### src/rtl/spp_pkg.sv
package spp_pkg;

    typedef enum logic [1:0] {
        ST_COLLECT,
        ST_HOLD,
        ST_BOOST
    } port_state_e;

    typedef enum logic [2:0] {
        WK_A,
        WK_A2,
        WK_B,
        WK_C,
        WK_D,
        WK_BAD
    } word_kind_e;

    localparam int ADDR_W = 2;
    localparam logic [ADDR_W-1:0] ADDR_A = 2'b00;
    localparam logic [ADDR_W-1:0] ADDR_B = 2'b01;
    localparam logic [ADDR_W-1:0] ADDR_C = 2'b10;
    localparam logic [ADDR_W-1:0] ADDR_D = 2'b11;

    localparam int UPD_A  = 0;
    localparam int UPD_A2 = 1;
    localparam int UPD_B  = 2;
    localparam int UPD_C  = 3;
    localparam int UPD_D  = 4;
    localparam int UPD_N  = 5;

endpackage

### src/rtl/spp_sync_edge.sv
module spp_sync_edge #(
    parameter int WIDTH  = 3,
    parameter int STAGES = 2,
    parameter int EDGE_W = 2
) (
    input  logic              clk,
    input  logic              rst_n,
    input  logic [WIDTH-1:0]  din,
    output logic [WIDTH-1:0]  lvl,
    output logic [EDGE_W-1:0] rise
);

    logic [STAGES-1:0][WIDTH-1:0] chain;
    logic [EDGE_W-1:0]            last;

    always_ff @(posedge clk or negedge rst_n) begin
        if (!rst_n) begin
            chain <= '0;
            last  <= '0;
        end else begin
            chain[0] <= din;
            for (int i = STAGES - 1; i > 0; i--) begin
                chain[i] <= chain[i-1];
            end
            last <= chain[STAGES-1][EDGE_W-1:0];
        end
    end

    assign lvl  = chain[STAGES-1];
    assign rise = chain[STAGES-1][EDGE_W-1:0] & ~last;

endmodule

### src/rtl/spp_shift_collect.sv
module spp_shift_collect #(
    parameter int LONG_W = 32,
    parameter int CNT_W  = 6
) (
    input  logic              clk,
    input  logic              rst_n,
    input  logic              shift_en,
    input  logic              bit_in,
    input  logic              clr_cnt,
    output logic [LONG_W-1:0] shreg,
    output logic [CNT_W-1:0]  bit_cnt
);

    localparam logic [CNT_W-1:0] CNT_CAP = CNT_W'(LONG_W + 1);

    always_ff @(posedge clk or negedge rst_n) begin
        if (!rst_n) begin
            shreg   <= '0;
            bit_cnt <= '0;
        end else if (clr_cnt) begin
            bit_cnt <= '0;
        end else if (shift_en) begin
            shreg <= {shreg[LONG_W-2:0], bit_in};
            if (bit_cnt != CNT_CAP) begin
                bit_cnt <= bit_cnt + 1'b1;
            end
        end
    end

endmodule

### src/rtl/spp_word_decode.sv
module spp_word_decode
    import spp_pkg::*;
#(
    parameter int SHORT_W = 24,
    parameter int LONG_W  = 32,
    parameter int CNT_W   = 6
) (
    input  logic [LONG_W-1:0] shreg,
    input  logic [CNT_W-1:0]  bit_cnt,
    output word_kind_e        kind
);

    localparam logic [CNT_W-1:0] SHORT_CNT = CNT_W'(SHORT_W);
    localparam logic [CNT_W-1:0] LONG_CNT  = CNT_W'(LONG_W);

    logic [ADDR_W-1:0] tag;
    assign tag = shreg[ADDR_W-1:0];

    always_comb begin
        kind = WK_BAD;
        if (bit_cnt == SHORT_CNT) begin
            unique case (tag)
                ADDR_A:  kind = WK_A;
                ADDR_B:  kind = WK_B;
                ADDR_C:  kind = WK_C;
                ADDR_D:  kind = WK_D;
                default: kind = WK_BAD;
            endcase
        end else if (bit_cnt == LONG_CNT && tag == ADDR_A) begin
            kind = WK_A2;
        end
    end

endmodule

### src/rtl/spp_word_bank.sv
module spp_word_bank
    import spp_pkg::*;
#(
    parameter int SHORT_W = 24,
    parameter int LONG_W  = 32
) (
    input  logic               clk,
    input  logic               rst_n,
    input  logic               commit,
    input  word_kind_e         kind,
    input  logic [LONG_W-1:0]  shreg,
    output logic [SHORT_W-1:0] word_a,
    output logic [LONG_W-1:0]  word_a2,
    output logic [SHORT_W-1:0] word_b,
    output logic [SHORT_W-1:0] word_c,
    output logic [SHORT_W-1:0] word_d,
    output logic [UPD_N-1:0]   word_upd
);

    logic [SHORT_W-1:0] b_stage;
    logic               b_pend;
    logic               main_load;

    assign main_load = commit && (kind == WK_A || kind == WK_A2);

    // staging of B and its release on a main-word load
    always_ff @(posedge clk or negedge rst_n) begin
        if (!rst_n) begin
            b_stage <= '0;
            b_pend  <= 1'b0;
            word_b  <= '0;
        end else if (commit && kind == WK_B) begin
            b_stage <= shreg[SHORT_W-1:0];
            b_pend  <= 1'b1;
        end else if (main_load && b_pend) begin
            word_b <= b_stage;
            b_pend <= 1'b0;
        end
    end

    // directly loaded working registers
    always_ff @(posedge clk or negedge rst_n) begin
        if (!rst_n) begin
            word_a  <= '0;
            word_a2 <= '0;
            word_c  <= '0;
            word_d  <= '0;
        end else if (commit) begin
            unique case (kind)
                WK_A:    word_a  <= shreg[SHORT_W-1:0];
                WK_A2:   word_a2 <= shreg;
                WK_C:    word_c  <= shreg[SHORT_W-1:0];
                WK_D:    word_d  <= shreg[SHORT_W-1:0];
                default: ;
            endcase
        end
    end

    // update pulses, one cycle each
    always_ff @(posedge clk or negedge rst_n) begin
        if (!rst_n) begin
            word_upd <= '0;
        end else begin
            word_upd         <= '0;
            word_upd[UPD_B]  <= main_load && b_pend;
            if (commit) begin
                word_upd[UPD_A]  <= (kind == WK_A);
                word_upd[UPD_A2] <= (kind == WK_A2);
                word_upd[UPD_C]  <= (kind == WK_C);
                word_upd[UPD_D]  <= (kind == WK_D);
            end
        end
    end

endmodule

### src/rtl/serial_prog_port.sv
module serial_prog_port
    import spp_pkg::*;
#(
    parameter int SHORT_W     = 24,
    parameter int LONG_W      = 32,
    parameter int SYNC_STAGES = 2
) (
    input  logic               clk,
    input  logic               rst_n,
    input  logic               ser_clk,
    input  logic               ser_dat,
    input  logic               ser_stb,
    output logic [SHORT_W-1:0] word_a,
    output logic [LONG_W-1:0]  word_a2,
    output logic [SHORT_W-1:0] word_b,
    output logic [SHORT_W-1:0] word_c,
    output logic [SHORT_W-1:0] word_d,
    output logic [UPD_N-1:0]   word_upd,
    output logic               speedup,
    output logic               frame_err
);

    localparam int CNT_W = $clog2(LONG_W + 2);

    logic [2:0]        pin_lvl;
    logic [1:0]        pin_rise;
    logic              stb_lvl, stb_rise, clk_rise, dat_lvl;
    logic [LONG_W-1:0] shreg;
    logic [CNT_W-1:0]  bit_cnt;
    word_kind_e        kind;
    port_state_e       state_q, state_d;
    logic              shift_en, commit, collecting;

    spp_sync_edge #(
        .WIDTH (3),
        .STAGES(SYNC_STAGES),
        .EDGE_W(2)
    ) u_sync (
        .clk  (clk),
        .rst_n(rst_n),
        .din  ({ser_dat, ser_stb, ser_clk}),
        .lvl  (pin_lvl),
        .rise (pin_rise)
    );

    assign dat_lvl  = pin_lvl[2];
    assign stb_lvl  = pin_lvl[1];
    assign stb_rise = pin_rise[1];
    assign clk_rise = pin_rise[0];

    spp_shift_collect #(
        .LONG_W(LONG_W),
        .CNT_W (CNT_W)
    ) u_shift (
        .clk     (clk),
        .rst_n   (rst_n),
        .shift_en(shift_en),
        .bit_in  (dat_lvl),
        .clr_cnt (commit),
        .shreg   (shreg),
        .bit_cnt (bit_cnt)
    );

    spp_word_decode #(
        .SHORT_W(SHORT_W),
        .LONG_W (LONG_W),
        .CNT_W  (CNT_W)
    ) u_decode (
        .shreg  (shreg),
        .bit_cnt(bit_cnt),
        .kind   (kind)
    );

    spp_word_bank #(
        .SHORT_W(SHORT_W),
        .LONG_W (LONG_W)
    ) u_bank (
        .clk     (clk),
        .rst_n   (rst_n),
        .commit  (commit),
        .kind    (kind),
        .shreg   (shreg),
        .word_a  (word_a),
        .word_a2 (word_a2),
        .word_b  (word_b),
        .word_c  (word_c),
        .word_d  (word_d),
        .word_upd(word_upd)
    );

    // state register
    always_ff @(posedge clk or negedge rst_n) begin
        if (!rst_n) begin
            state_q <= ST_COLLECT;
        end else begin
            state_q <= state_d;
        end
    end

    // next state
    always_comb begin
        state_d = state_q;
        unique case (state_q)
            ST_COLLECT: begin
                if (stb_rise) begin
                    state_d = (kind == WK_A || kind == WK_A2) ? ST_BOOST : ST_HOLD;
                end
            end
            ST_HOLD, ST_BOOST: begin
                if (!stb_lvl) begin
                    state_d = ST_COLLECT;
                end
            end
            default: state_d = ST_COLLECT;
        endcase
    end

    // outputs of the state machine
    always_comb begin
        collecting = (state_q == ST_COLLECT);
        speedup    = (state_q == ST_BOOST);
        commit     = collecting && stb_rise;
        shift_en   = collecting && clk_rise && !stb_lvl;
    end

    always_ff @(posedge clk or negedge rst_n) begin
        if (!rst_n) begin
            frame_err <= 1'b0;
        end else if (commit) begin
            frame_err <= (kind == WK_BAD);
        end
    end

endmodule

### config.mk
export PLATFORM = sky130hd
export DESIGN_NAME = serial_prog_port
export DESIGN_NICKNAME = d
export VERILOG_FILES = /design/src/rtl/spp_pkg.sv /design/src/rtl/spp_sync_edge.sv /design/src/rtl/spp_shift_collect.sv /design/src/rtl/spp_word_decode.sv /design/src/rtl/spp_word_bank.sv /design/src/rtl/serial_prog_port.sv
export SDC_FILE = /design/constraint.sdc
export NUM_CORES = 1
export LEC_CHECK = 0
export ABC_AREA = 1
export ABC_CLOCK_PERIOD_IN_PS = 2300
export CAP_MARGIN = 20
export CELL_PAD_IN_SITES_DETAIL_PLACEMENT = 2
export CELL_PAD_IN_SITES_GLOBAL_PLACEMENT = 2
export CORE_MARGIN = 5
export CORE_UTILIZATION = 30
export DETAILED_ROUTE_END_ITERATION = 8
export PLACE_DENSITY_LB_ADDON = 0.1
export SLEW_MARGIN = 20
export SYNTH_ARGS = -nofsm -noshare
export SYNTH_HDL_FRONTEND = slang
export SYNTH_HIERARCHICAL = 1
export SYNTH_SLANG_ARGS = --single-unit
### constraint.sdc
create_clock -name clk -period 2.3 [get_ports clk]
set_clock_uncertainty 0.2 [all_clocks]
set_input_delay 0.345 -clock clk [delete_from_list [all_inputs] [get_ports clk]]
set_output_delay 0.345 -clock clk [all_outputs]
set_load 0.05 [all_outputs]
==> tab_implementation.tex, run 1 <==
\begin{tabular}{lr}
\hline
Metric & Value \\
\hline
\multicolumn{2}{l}{\textbf{Run status}} \\
Status & completed \\
\multicolumn{2}{l}{\textbf{STA}} \\
Relative slew slack & 61.2\% \\
Final period util & 98.1\% \\
Setup WS post-layout & 43.0 ps \\
Setup total negative slack & 0 ps \\
Min cycle time layout & 2260 ps \\
Number of slew-limit violations in the final report & 0 \\
Final-report setup violation count & 0 \\
Worst Tran Pin Value & 580 ps \\
Final hold violation count & 0 \\
Maximum clock frequency & 443 MHz \\
\multicolumn{2}{l}{\textbf{GRT}} \\
Congestion Overflow GR & 0 \\
Via count of the first global-routing pass & 7285 \\
Number of antenna violations at the first check in global routing & 0 \\
Total track usage & 16.7\% \\
Wire length of the first global-routing pass & 41.7 mm \\
Pin count of the biggest net entering global routing & 64 \\
\multicolumn{2}{l}{\textbf{Worst setup path}} \\
Req. time, crit path & 1750 ps \\
Cell family with the largest share of critical-path delay & buffers and inverters \\
Worst path max stage delay & 860 ps \\
Critical setup path kind & flop to output port \\
Largest fanout on the critical path & 2 \\
Cell breakdown of the critical path & clkdlybuf4s50\_1 \\
Critical Path Sink Type & output port \\
Crit path max-delay cell type & sky130\_fd\_sc\_hd\_\_clkdlybuf4s50\_1 \\
Count of buffer and inverter cells on the critical path & 1 \\
Crit start category & flop \\
Critical Path AT & 1710 ps \\
\multicolumn{2}{l}{\textbf{Cells and area}} \\
Post-layout nets & 1040 \\
Fraction of final layout cells with drive strength greater than 1 & 9.19\% \\
Diode insertion count for antenna repair & 0 \\
Fill cell instance count of the final layout & 2960 \\
Post-synthesis to final-layout area growth & 35.1\% \\
\multicolumn{2}{l}{\textbf{Placed design}} \\
Buffers added on ports & 139 \\
Post-place setup slack & 8.55 ps \\
Last weighted congestion value of the routability-driven placer & 0.725 \\
HPWL after detailed placement & 17.5 mm \\
\multicolumn{2}{l}{\textbf{Power and ir drop}} \\
Sw Share & 24.1\% \\
Combinational share of power & 7.3\% \\
NetSw & 2.06 mW \\
Proportion of power drawn by the clock network & 47.9\% \\
Sequential share of power & 44.8\% \\
Largest vdd supply drop & 0.339 mV \\
Static power due to leakage & 5.80 nW \\
Internal power & 6.50 mW \\
Total power per unit cell area & 775 nW/µm² \\
\multicolumn{2}{l}{\textbf{Drt}} \\
Average wire per cell in the routed design & 18.3 µm \\
Vias per Instance & 4.66 \\
Drt total wl & 25.4 mm \\
Residual antenna-violating net count after detailed routing & 0 \\
Pre-antenna DRT Iters & 4 \\
First DRT Iteration DRCs & 316 \\
Post-route DRC & 0 \\
Routed via count & 6457 \\
\multicolumn{2}{l}{\textbf{Floorplan}} \\
Width of the die & 175 µm \\
DIE AREA & 30600 µm² \\
Core Box Area & 26900 µm² \\
Floorplan row count & 60 \\
Floorplan die height & 175 µm \\
I/O pin count & 140 \\
Starting Density & 30.4\% \\
\multicolumn{2}{l}{\textbf{Synth}} \\
Yosys Warn Count & 6 \\
Synth Instances & 877 \\
Synthesized area divided by synthesized cell count & 9.32 µm² \\
Post-synthesis instance area & 8170 µm² \\
Synthesized Nets & 889 \\
\multicolumn{2}{l}{\textbf{CTS}} \\
Clock-pin slew on the worst setup and hold paths & 60 ps \\
Clock tree from TritonCTS & yes \\
Clock Path Buffers & 3 \\
Number of buffers added by the clock tree synthesis step & 24 \\
Root buffer cell & sky130\_fd\_sc\_hd\_\_clkbuf\_16 \\
H-tree depth & 1 \\
Clock latency of the later-clocked register in the worst-skew pair & 510 ps \\
Clock sink count & 207 \\
\multicolumn{2}{l}{\textbf{Hold path}} \\
Path class of the lowest-slack min-delay path & input port to flop \\
\multicolumn{2}{l}{\textbf{Flow run}} \\
Maxcap violations & 0 \\
\hline
\end{tabular}
[worst reg2reg max path: stages (launching register included)]
cell	delay [ps]
sky130_fd_sc_hd__dfrtp_1	430
sky130_fd_sc_hd__inv_1	80
sky130_fd_sc_hd__ha_1	150
sky130_fd_sc_hd__nand3b_1	90
sky130_fd_sc_hd__nor2_1	130
sky130_fd_sc_hd__nor2_2	90
sky130_fd_sc_hd__nor2_4	200
sky130_fd_sc_hd__buf_4	330
sky130_fd_sc_hd__nand4_1	220
sky130_fd_sc_hd__nand2_1	140
[power groups by stage]
stage	logic (mW)	clock network, mW	registers, mW
detailed placement	0.638	0	3.91
global route	0.713	4.40	3.85
floorplan	0.286	0	3.91
CTS	0.652	4.24	3.84
global placement	0.625	0	3.90
finish	0.623	4.10	3.84
[through the flow]
stage / hold slack [ps] / cells / area, µm² / power (mW) / util, %
global route: 69.4 / 1386 / 11000 / 8.96 / 41.1
global placement: 141 / 1342 / 10100 / 4.52 / 37.7
floorplan: -151 / 877 / 8170 / 4.19 / -
finish: 76.3 / 1386 / 11000 / 8.56 / 41.1
CTS: 53.2 / 1386 / 11000 / 8.73 / 40.9
detailed placement: 143 / 1342 / 10100 / 4.55 / 37.7
[layout make-up]
class / count / area, µm² / area share [%]
Clock inverter: 9 / 145 / 1.31
Timing Repair Buffer: 173 / 1850 / 16.7
Sequential cell: 207 / 5180 / 46.9
Tap cell: 341 / 427 / 3.86
Multi-Input combinational cell: 566 / 2520 / 22.8
Inverter: 56 / 214 / 1.94
Clock buffer: 34 / 709 / 6.42
[layer usage]
layer / wire length, µm / up-vias / GRT usage, %
met5: 0 / - / 0
met4: 280 / 0 / 2.78
met3: 879 / 21 / 2.88
met2: 11700 / 112 / 27.1
met1: 12600 / 3242 / 24.0
li1: - / 3082 / -
[worst paths after layout]
path / from / endpoint / slack [ps] / cells after the start
setup reg to reg: u_shift/shreg[1] / u_bank/word_b[22] / 180 / 9
min in group asynchronous: rst_n / u_sync/chain[0] / 200 / 2
hold / removal: ser_clk / u_sync/chain[0] / 80 / 1
hold reg to reg: u_sync/chain[2] / u_sync/lvl[2] / 150 / 0
max in group asynchronous: rst_n / u_bank/word_d[7] / 1080 / 3
setup / recovery: u_bank/word_a[11] / word_a[11] / 40 / 1
[placed cells by master (no fill, tap or decap), types with 5 or more instances in the layout]
cell type                         instances
sky130_fd_sc_hd__buf_12                  13
sky130_fd_sc_hd__buf_4                   20
sky130_fd_sc_hd__clkbuf_16               25
sky130_fd_sc_hd__clkbuf_8                 5
sky130_fd_sc_hd__clkdlybuf4s50_1        114
sky130_fd_sc_hd__clkinv_2                 6
sky130_fd_sc_hd__dfrtp_1                207
sky130_fd_sc_hd__dlygate4sd2_1            7
sky130_fd_sc_hd__dlymetal6s2s_1          16
sky130_fd_sc_hd__ha_1                     7
sky130_fd_sc_hd__inv_1                   48
sky130_fd_sc_hd__inv_2                    5
sky130_fd_sc_hd__nand2_1                355
sky130_fd_sc_hd__nand3_1                 63
sky130_fd_sc_hd__nand4_1                 28
sky130_fd_sc_hd__nor2_1                  15
sky130_fd_sc_hd__nor2_2                   7
sky130_fd_sc_hd__o21ai_0                 48
sky130_fd_sc_hd__o21ai_1                 29
[timing repair]
item                                   CTS  global route
gates resized for setup                  8            18
setup buffers                            0             0
cloned                                   0             0
endpoints found under the hold margin   54             0
hold buffers                             1             0
setup endpoints to repair               31            64
[sequential cells by signal, summed over array words and instances, names as in the netlist]
| signal | count |
|---|---|
| u_bank/word_a | 24 |
| u_bank/word_c | 24 |
| state_q | 2 |
| u_shift/shreg | 32 |
| u_bank/word_d | 24 |
| u_bank/word_b | 24 |
| u_shift/bit_cnt | 6 |
| u_sync/chain | 3 |
| u_bank/word_a2 | 32 |
| frame_err | 1 |
| u_bank/word_upd | 5 |
| u_bank/b_pend | 1 |
| u_sync/last | 2 |
| u_bank/b_stage | 24 |
| u_sync/lvl | 3 |
Power figures use the tool's default switching activity.
==> run 2, diff against run 1 <==
==> constraint.sdc (replaced) <==
create_clock -name clk -period 2.3 [get_ports clk]
set_clock_uncertainty 0.2 [all_clocks]
set_input_delay 0.23 -clock clk [delete_from_list [all_inputs] [get_ports clk]]
set_output_delay 0.23 -clock clk [all_outputs]
set_load 0.05 [all_outputs]
==> tab_implementation.tex, run 2 (same netlist as run 1, synthesis figures left out) <==
\begin{tabular}{lr}
\hline
Metric & Value \\
\hline
\multicolumn{2}{l}{\textbf{Run status}} \\
Status & completed \\
\multicolumn{2}{l}{\textbf{GRT}} \\
GR Util met3 & 2.94\% \\
Total track usage & 16.6\% \\
Number of antenna violations at the first check in global routing & 0 \\
Met1 layer usage reported by global route & 24.1\% \\
Pin count of the biggest net entering global routing & 59 \\
Via count of the first global-routing pass & 7305 \\
Most Used Layer, Global Route & met2 \\
Wire length of the first global-routing pass & 41.7 mm \\
Met2 usage & 26.5\% \\
Congestion Overflow GR & 0 \\
\multicolumn{2}{l}{\textbf{Power and ir drop}} \\
Proportion of power drawn by the clock network & 47.5\% \\
Sequential share of power & 45.1\% \\
Total power per unit cell area & 774 nW/µm² \\
Static power due to leakage & 5.45 nW \\
Sw Share & 24.5\% \\
NetSw & 2.09 mW \\
Largest vdd supply drop & 0.407 mV \\
Internal power & 6.43 mW \\
Combinational share of power & 7.4\% \\
\multicolumn{2}{l}{\textbf{CTS}} \\
Number of buffers added by the clock tree synthesis step & 25 \\
Clock sink count & 207 \\
Root buffer cell & sky130\_fd\_sc\_hd\_\_clkbuf\_16 \\
Clock-pin slew on the worst setup and hold paths & 60 ps \\
H-tree depth & 1 \\
Clock tree from TritonCTS & yes \\
Clock latency of the later-clocked register in the worst-skew pair & 510 ps \\
Clock Path Buffers & 3 \\
\multicolumn{2}{l}{\textbf{Worst setup path}} \\
Critical setup path kind & flop to output port \\
Count of buffer and inverter cells on the critical path & 1 \\
Worst reg2reg path depth & 10 \\
Beginning of the worst register-to-register path & u\_shift/shreg[1] \\
Critical Path AT & 1750 ps \\
Slack of the worst reg-to-reg path & 200 ps \\
Cell family with the largest share of critical-path delay & buffers and inverters \\
Largest fanout on the critical path & 2 \\
Critical Path Sink Type & output port \\
R2r endpoint & u\_bank/word\_d[11] \\
Crit path max-delay cell type & sky130\_fd\_sc\_hd\_\_clkdlybuf4s50\_1 \\
Req. time, crit path & 1870 ps \\
Cell breakdown of the critical path & clkdlybuf4s50\_1 \\
Worst path max stage delay & 830 ps \\
Crit start category & flop \\
\multicolumn{2}{l}{\textbf{Floorplan}} \\
Starting Density & 30.4\% \\
I/O pin count & 140 \\
Floorplan die height & 175 µm \\
Core Box Area & 26900 µm² \\
Width of the die & 175 µm \\
Floorplan row count & 60 \\
DIE AREA & 30600 µm² \\
\multicolumn{2}{l}{\textbf{Cells and area}} \\
Most common cell after layout, fill and taps aside & sky130\_fd\_sc\_hd\_\_nand2\_1 \\
Diode insertion count for antenna repair & 0 \\
Post-layout nets & 1041 \\
Area of all placed cells without fillers & 11000 µm² \\
Post-synthesis to final-layout area growth & 34.7\% \\
Registers with the highest flip-flop counts & u\_bank/word\_a2: 32 flops, u\_shift/shreg: 32 flops \\
Fraction of final layout cells with drive strength greater than 1 & 8.97\% \\
Non-filler cells in the finished layout & 1389 \\
Highest-count cells in the layout ignoring fill and taps & sky130\_fd\_sc\_hd\_\_nand2\_1 (355), sky130\_fd\_sc\_hd\_\_dfrtp\_1 (207), sky130\_fd\_sc\_hd\_\_clkdlybuf4s50\_1 (137) \\
\multicolumn{2}{l}{\textbf{Flow run}} \\
Maxcap violations & 0 \\
\multicolumn{2}{l}{\textbf{STA}} \\
Final hold violation count & 0 \\
Final period util & 94.9\% \\
Number of slew-limit violations in the final report & 0 \\
Setup total negative slack & 0 ps \\
Setup repair after global routing missed its margin & no \\
Final-report setup violation count & 0 \\
Maximum clock frequency & 458 MHz \\
Worst Tran Pin Value & 574 ps \\
Min cycle time layout & 2180 ps \\
Relative slew slack & 61.6\% \\
\multicolumn{2}{l}{\textbf{Drt}} \\
Residual antenna-violating net count after detailed routing & 0 \\
Post-route DRC & 0 \\
Vias per Instance & 4.69 \\
Pre-antenna DRT Iters & 4 \\
First DRT Iteration DRCs & 329 \\
Drt total wl & 25.3 mm \\
Routed via count & 6516 \\
Average wire per cell in the routed design & 18.2 µm \\
\multicolumn{2}{l}{\textbf{Placed design}} \\
Placed Cells incl. Taps & 1339 \\
Last weighted congestion value of the routability-driven placer & 0.749 \\
Post-DP Area & 10100 µm² \\
HPWL after detailed placement & 17.3 mm \\
Buffers added on ports & 139 \\
\multicolumn{2}{l}{\textbf{Hold path}} \\
Path class of the lowest-slack min-delay path & input port to async pin \\
\hline
\end{tabular}
## run 2: changes by cell type in the layout (fill, tap and decap cells not counted), sizes merged
cell,before,now
clkinv,7,5
dlygate4sd3,1,4
bufinv,4,2
clkbuf,34,39
dlygate4sd2,7,1
dlymetal6s2s,16,0
clkdlybuf4s50,114,137
buf,35,31
inv,54,55
clkinvlp,0,1
## run 2: layout make-up
class                      count  area (µm²)
clock buffer                  39         768
timing repair buffer         173        1810
sequential                   207        5180
multi-input combinational    566        2520
inverter                      56         214
clock inverter                 7        91.3
tap                          341         427
fill                        2930       15900
## run 2: power by group through the flow
stage	combinational (mW)	clock, mW	sequential [mW]
global route	0.715	4.37	3.85
finish	0.629	4.05	3.84
floorplan	0.286	0	3.91
detailed placement	0.636	0	3.91
CTS	0.652	4.19	3.84
global placement	0.625	0	3.90
## run 2: worst max path at each step
stage | startpoint | end | slack (ps) | cells after the start
detailed placement | u_shift/shreg[1] | u_bank/word_d[17] | 30 | 10
global placement | u_shift/bit_cnt[0] | u_bank/word_d[18] | 200 | 7
floorplan | u_shift/shreg[0] | u_bank/word_c[18] | 180 | 11
finish | u_bank/word_d[11] | word_d[11] | 120 | 1
global route | u_shift/shreg[1] | u_bank/word_d[11] | 5 | 10
CTS | u_shift/shreg[1] | u_bank/word_d[11] | 60 | 10
## run 2: what timing repair did
item                                    4_1_cts  5_1_grt
endpoints found under the setup margin        4       49
gates cloned                                  0        0
hold endpoints to repair                    210        0
resized for setup                             2        1
hold buffers                                  4        0
setup buffers                                 0        0
## run 2: stage by stage
stage	util, %	hold WS, ps	total power [mW]	setup WS [ps]
global placement	37.6	19.1	4.53	203
CTS	41.0	64.6	8.69	55.1
finish	41.0	67.6	8.52	118
global route	41.0	98.7	8.94	4.90
detailed placement	37.6	21.7	4.54	25.6
floorplan	-	-266	4.19	184
## run 2: layer usage
metal / part of all wire [%] / up-vias
li1: - / 3088
met1: 49 / 3274
met2: 45 / 127
met3: 4.1 / 27
met4: 1.6 / 0
met5: 0 / -
==> run 3, diff against run 2 <==
REMOVE_ABC_BUFFERS = 1   (was default)
==> tab_implementation.tex, run 3 (same netlist as run 1, synthesis figures left out) <==
\begin{tabular}{lr}
\hline
Metric & Value \\
\hline
\multicolumn{2}{l}{\textbf{Run status}} \\
Status & completed \\
\multicolumn{2}{l}{\textbf{Cells and area}} \\
Post-layout nets & 1048 \\
Registers with the highest flip-flop counts & u\_bank/word\_a2: 32 flops, u\_shift/shreg: 32 flops \\
Most common cell after layout, fill and taps aside & sky130\_fd\_sc\_hd\_\_nand2\_1 \\
Fill cell instance count of the final layout & 2909 \\
Area of all placed cells without fillers & 11000 µm² \\
Register Area & 5180 µm² \\
Multi-input gate area in the final layout & 2530 µm² \\
Non-filler cells in the finished layout & 1392 \\
Fraction of final layout cells with drive strength greater than 1 & 9.80\% \\
Diode insertion count for antenna repair & 0 \\
Highest-count cells in the layout ignoring fill and taps & sky130\_fd\_sc\_hd\_\_nand2\_1 (352), sky130\_fd\_sc\_hd\_\_dfrtp\_1 (207), sky130\_fd\_sc\_hd\_\_clkdlybuf4s50\_1 (137) \\
Post-synthesis to final-layout area growth & 34.7\% \\
\multicolumn{2}{l}{\textbf{STA}} \\
Maximum clock frequency & 459 MHz \\
Min cycle time layout & 2180 ps \\
Number of slew-limit violations in the final report & 0 \\
Final period util & 94.8\% \\
Setup repair after global routing missed its margin & no \\
Relative slew slack & 59.7\% \\
Final hold violation count & 0 \\
Worst Tran Pin Value & 602 ps \\
Final-report setup violation count & 0 \\
\multicolumn{2}{l}{\textbf{CTS}} \\
Clock sink count & 207 \\
Clock latency of the later-clocked register in the worst-skew pair & 520 ps \\
H-tree depth & 1 \\
Clock Path Buffers & 3 \\
Clock-pin slew on the worst setup and hold paths & 60 ps \\
Clock tree from TritonCTS & yes \\
Number of buffers added by the clock tree synthesis step & 25 \\
Root buffer cell & sky130\_fd\_sc\_hd\_\_clkbuf\_16 \\
\multicolumn{2}{l}{\textbf{Drt}} \\
Average wire per cell in the routed design & 18.4 µm \\
Routed via count & 6551 \\
First DRT Iteration DRCs & 296 \\
Pre-antenna DRT Iters & 4 \\
Drt total wl & 25.6 mm \\
Post-route DRC & 0 \\
Residual antenna-violating net count after detailed routing & 0 \\
Vias per Instance & 4.71 \\
\multicolumn{2}{l}{\textbf{Worst setup path}} \\
Worst reg2reg path depth & 9 \\
Count of buffer and inverter cells on the critical path & 1 \\
Total number of cells along the worst setup path & 1 \\
Beginning of the worst register-to-register path & u\_shift/bit\_cnt[5] \\
Slack of the worst reg-to-reg path & 160 ps \\
Cell breakdown of the critical path & clkdlybuf4s50\_1 \\
Endpoint of the most critical setup path & word\_a2[18] \\
Critical Path Sink Type & output port \\
Beginning of the critical path & u\_bank/word\_a2[18] \\
Critical setup path kind & flop to output port \\
Crit path max-delay cell type & sky130\_fd\_sc\_hd\_\_clkdlybuf4s50\_1 \\
Largest fanout on the critical path & 2 \\
Req. time, crit path & 1870 ps \\
Crit start category & flop \\
Critical Path AT & 1750 ps \\
Worst path max stage delay & 880 ps \\
Cell family with the largest share of critical-path delay & buffers and inverters \\
R2r endpoint & u\_bank/word\_d[10] \\
\multicolumn{2}{l}{\textbf{Floorplan}} \\
Floorplan row count & 60 \\
I/O pin count & 140 \\
Core Box Area & 26900 µm² \\
Width of the die & 175 µm \\
Starting Density & 30.4\% \\
DIE AREA & 30600 µm² \\
Floorplan die height & 175 µm \\
\multicolumn{2}{l}{\textbf{GRT}} \\
Congestion Overflow GR & 0 \\
Pin count of the biggest net entering global routing & 68 \\
Total track usage & 16.9\% \\
Number of antenna violations at the first check in global routing & 0 \\
Wire length of the first global-routing pass & 42.2 mm \\
Via count of the first global-routing pass & 7337 \\
\multicolumn{2}{l}{\textbf{Power and ir drop}} \\
Total power per unit cell area & 759 nW/µm² \\
Largest vdd supply drop & 0.348 mV \\
Static power due to leakage & 5.47 nW \\
\multicolumn{2}{l}{\textbf{Placed design}} \\
Buffers added on ports & 139 \\
HPWL after detailed placement & 17.7 mm \\
Last weighted congestion value of the routability-driven placer & 0.775 \\
Placed Cells incl. Taps & 1346 \\
Post-DP Area & 10100 µm² \\
\multicolumn{2}{l}{\textbf{Flow run}} \\
Maxcap violations & 0 \\
\multicolumn{2}{l}{\textbf{Hold path}} \\
Path class of the lowest-slack min-delay path & input port to async pin \\
\hline
\end{tabular}
[run 3: changes by cell type in the layout (fill, tap and decap cells not counted), moves of 2 or more]
cell | previous run | this run
sky130_fd_sc_hd__buf_4 | 18 | 26
sky130_fd_sc_hd__nand2_1 | 355 | 352
sky130_fd_sc_hd__nand2_2 | 1 | 4
sky130_fd_sc_hd__buf_12 | 12 | 10
sky130_fd_sc_hd__clkbuf_1 | 5 | 3
[run 3: worst min-delay path by stage]
stage | from | endpoint | depth (start not counted)
4_1_cts | rst_n | u_bank/word_c[0] | 2
2_1_floorplan | rst_n | frame_err | 0
3_5_place_dp | rst_n | u_bank/word_c[0] | 1
6_report | rst_n | u_bank/word_c[0] | 2
3_3_place_gp | rst_n | u_bank/word_c[0] | 1
5_1_grt | rst_n | u_bank/word_a[0] | 2
[run 3: metrics by stage]
stage	hold slack [ps]	total power [mW]	utilization (%)	worst slack (ps)	setup TNS, ps
final	63.7	8.36	40.9	120	0
after global routing	114	8.73	40.9	2.86	0
after CTS	79.5	8.50	40.9	83.6	0
after detailed placement	36.4	4.55	37.7	-19.1	-94.0
after global placement	34.0	4.53	37.7	106	0
after floorplan	-266	4.17	-	-759	-67500
[run 3: what timing repair did]
| action | CTS | global route |
|---|---|---|
| hold endpoints to repair | 181 | 0 |
| setup buffers | 0 | 0 |
| hold buffers | 4 | 0 |
| endpoints found under the setup margin | 33 | 42 |
| resized for setup | 2 | 5 |
[run 3: cell type report]
type,count,share of cell area [%]
Clock inverter,6,0.534
Timing Repair Buffer,180,16.8
Inverter,56,1.94
Sequential cell,207,47.1
Clock buffer,36,6.79
Tap cell,341,3.88
Multi-Input combinational cell,566,23.0
[run 3: report_power, final]
group	switching, mW	total, mW	internal, mW
clock	1.54	3.88	2.34
combinational	0.460	0.652	0.191
sequential	0.0968	3.82	3.73
total	2.09	8.36	6.26
[run 3: metal layers]
metal	wire, µm	track usage, %	part of all wire [%]	up-vias
met1	12300	24.4	48	3293
met5	0	0	0	-
met3	1060	2.75	4.1	21
li1	-	-	-	3107
met2	11900	27.2	47	130
met4	303	3.21	1.2	0
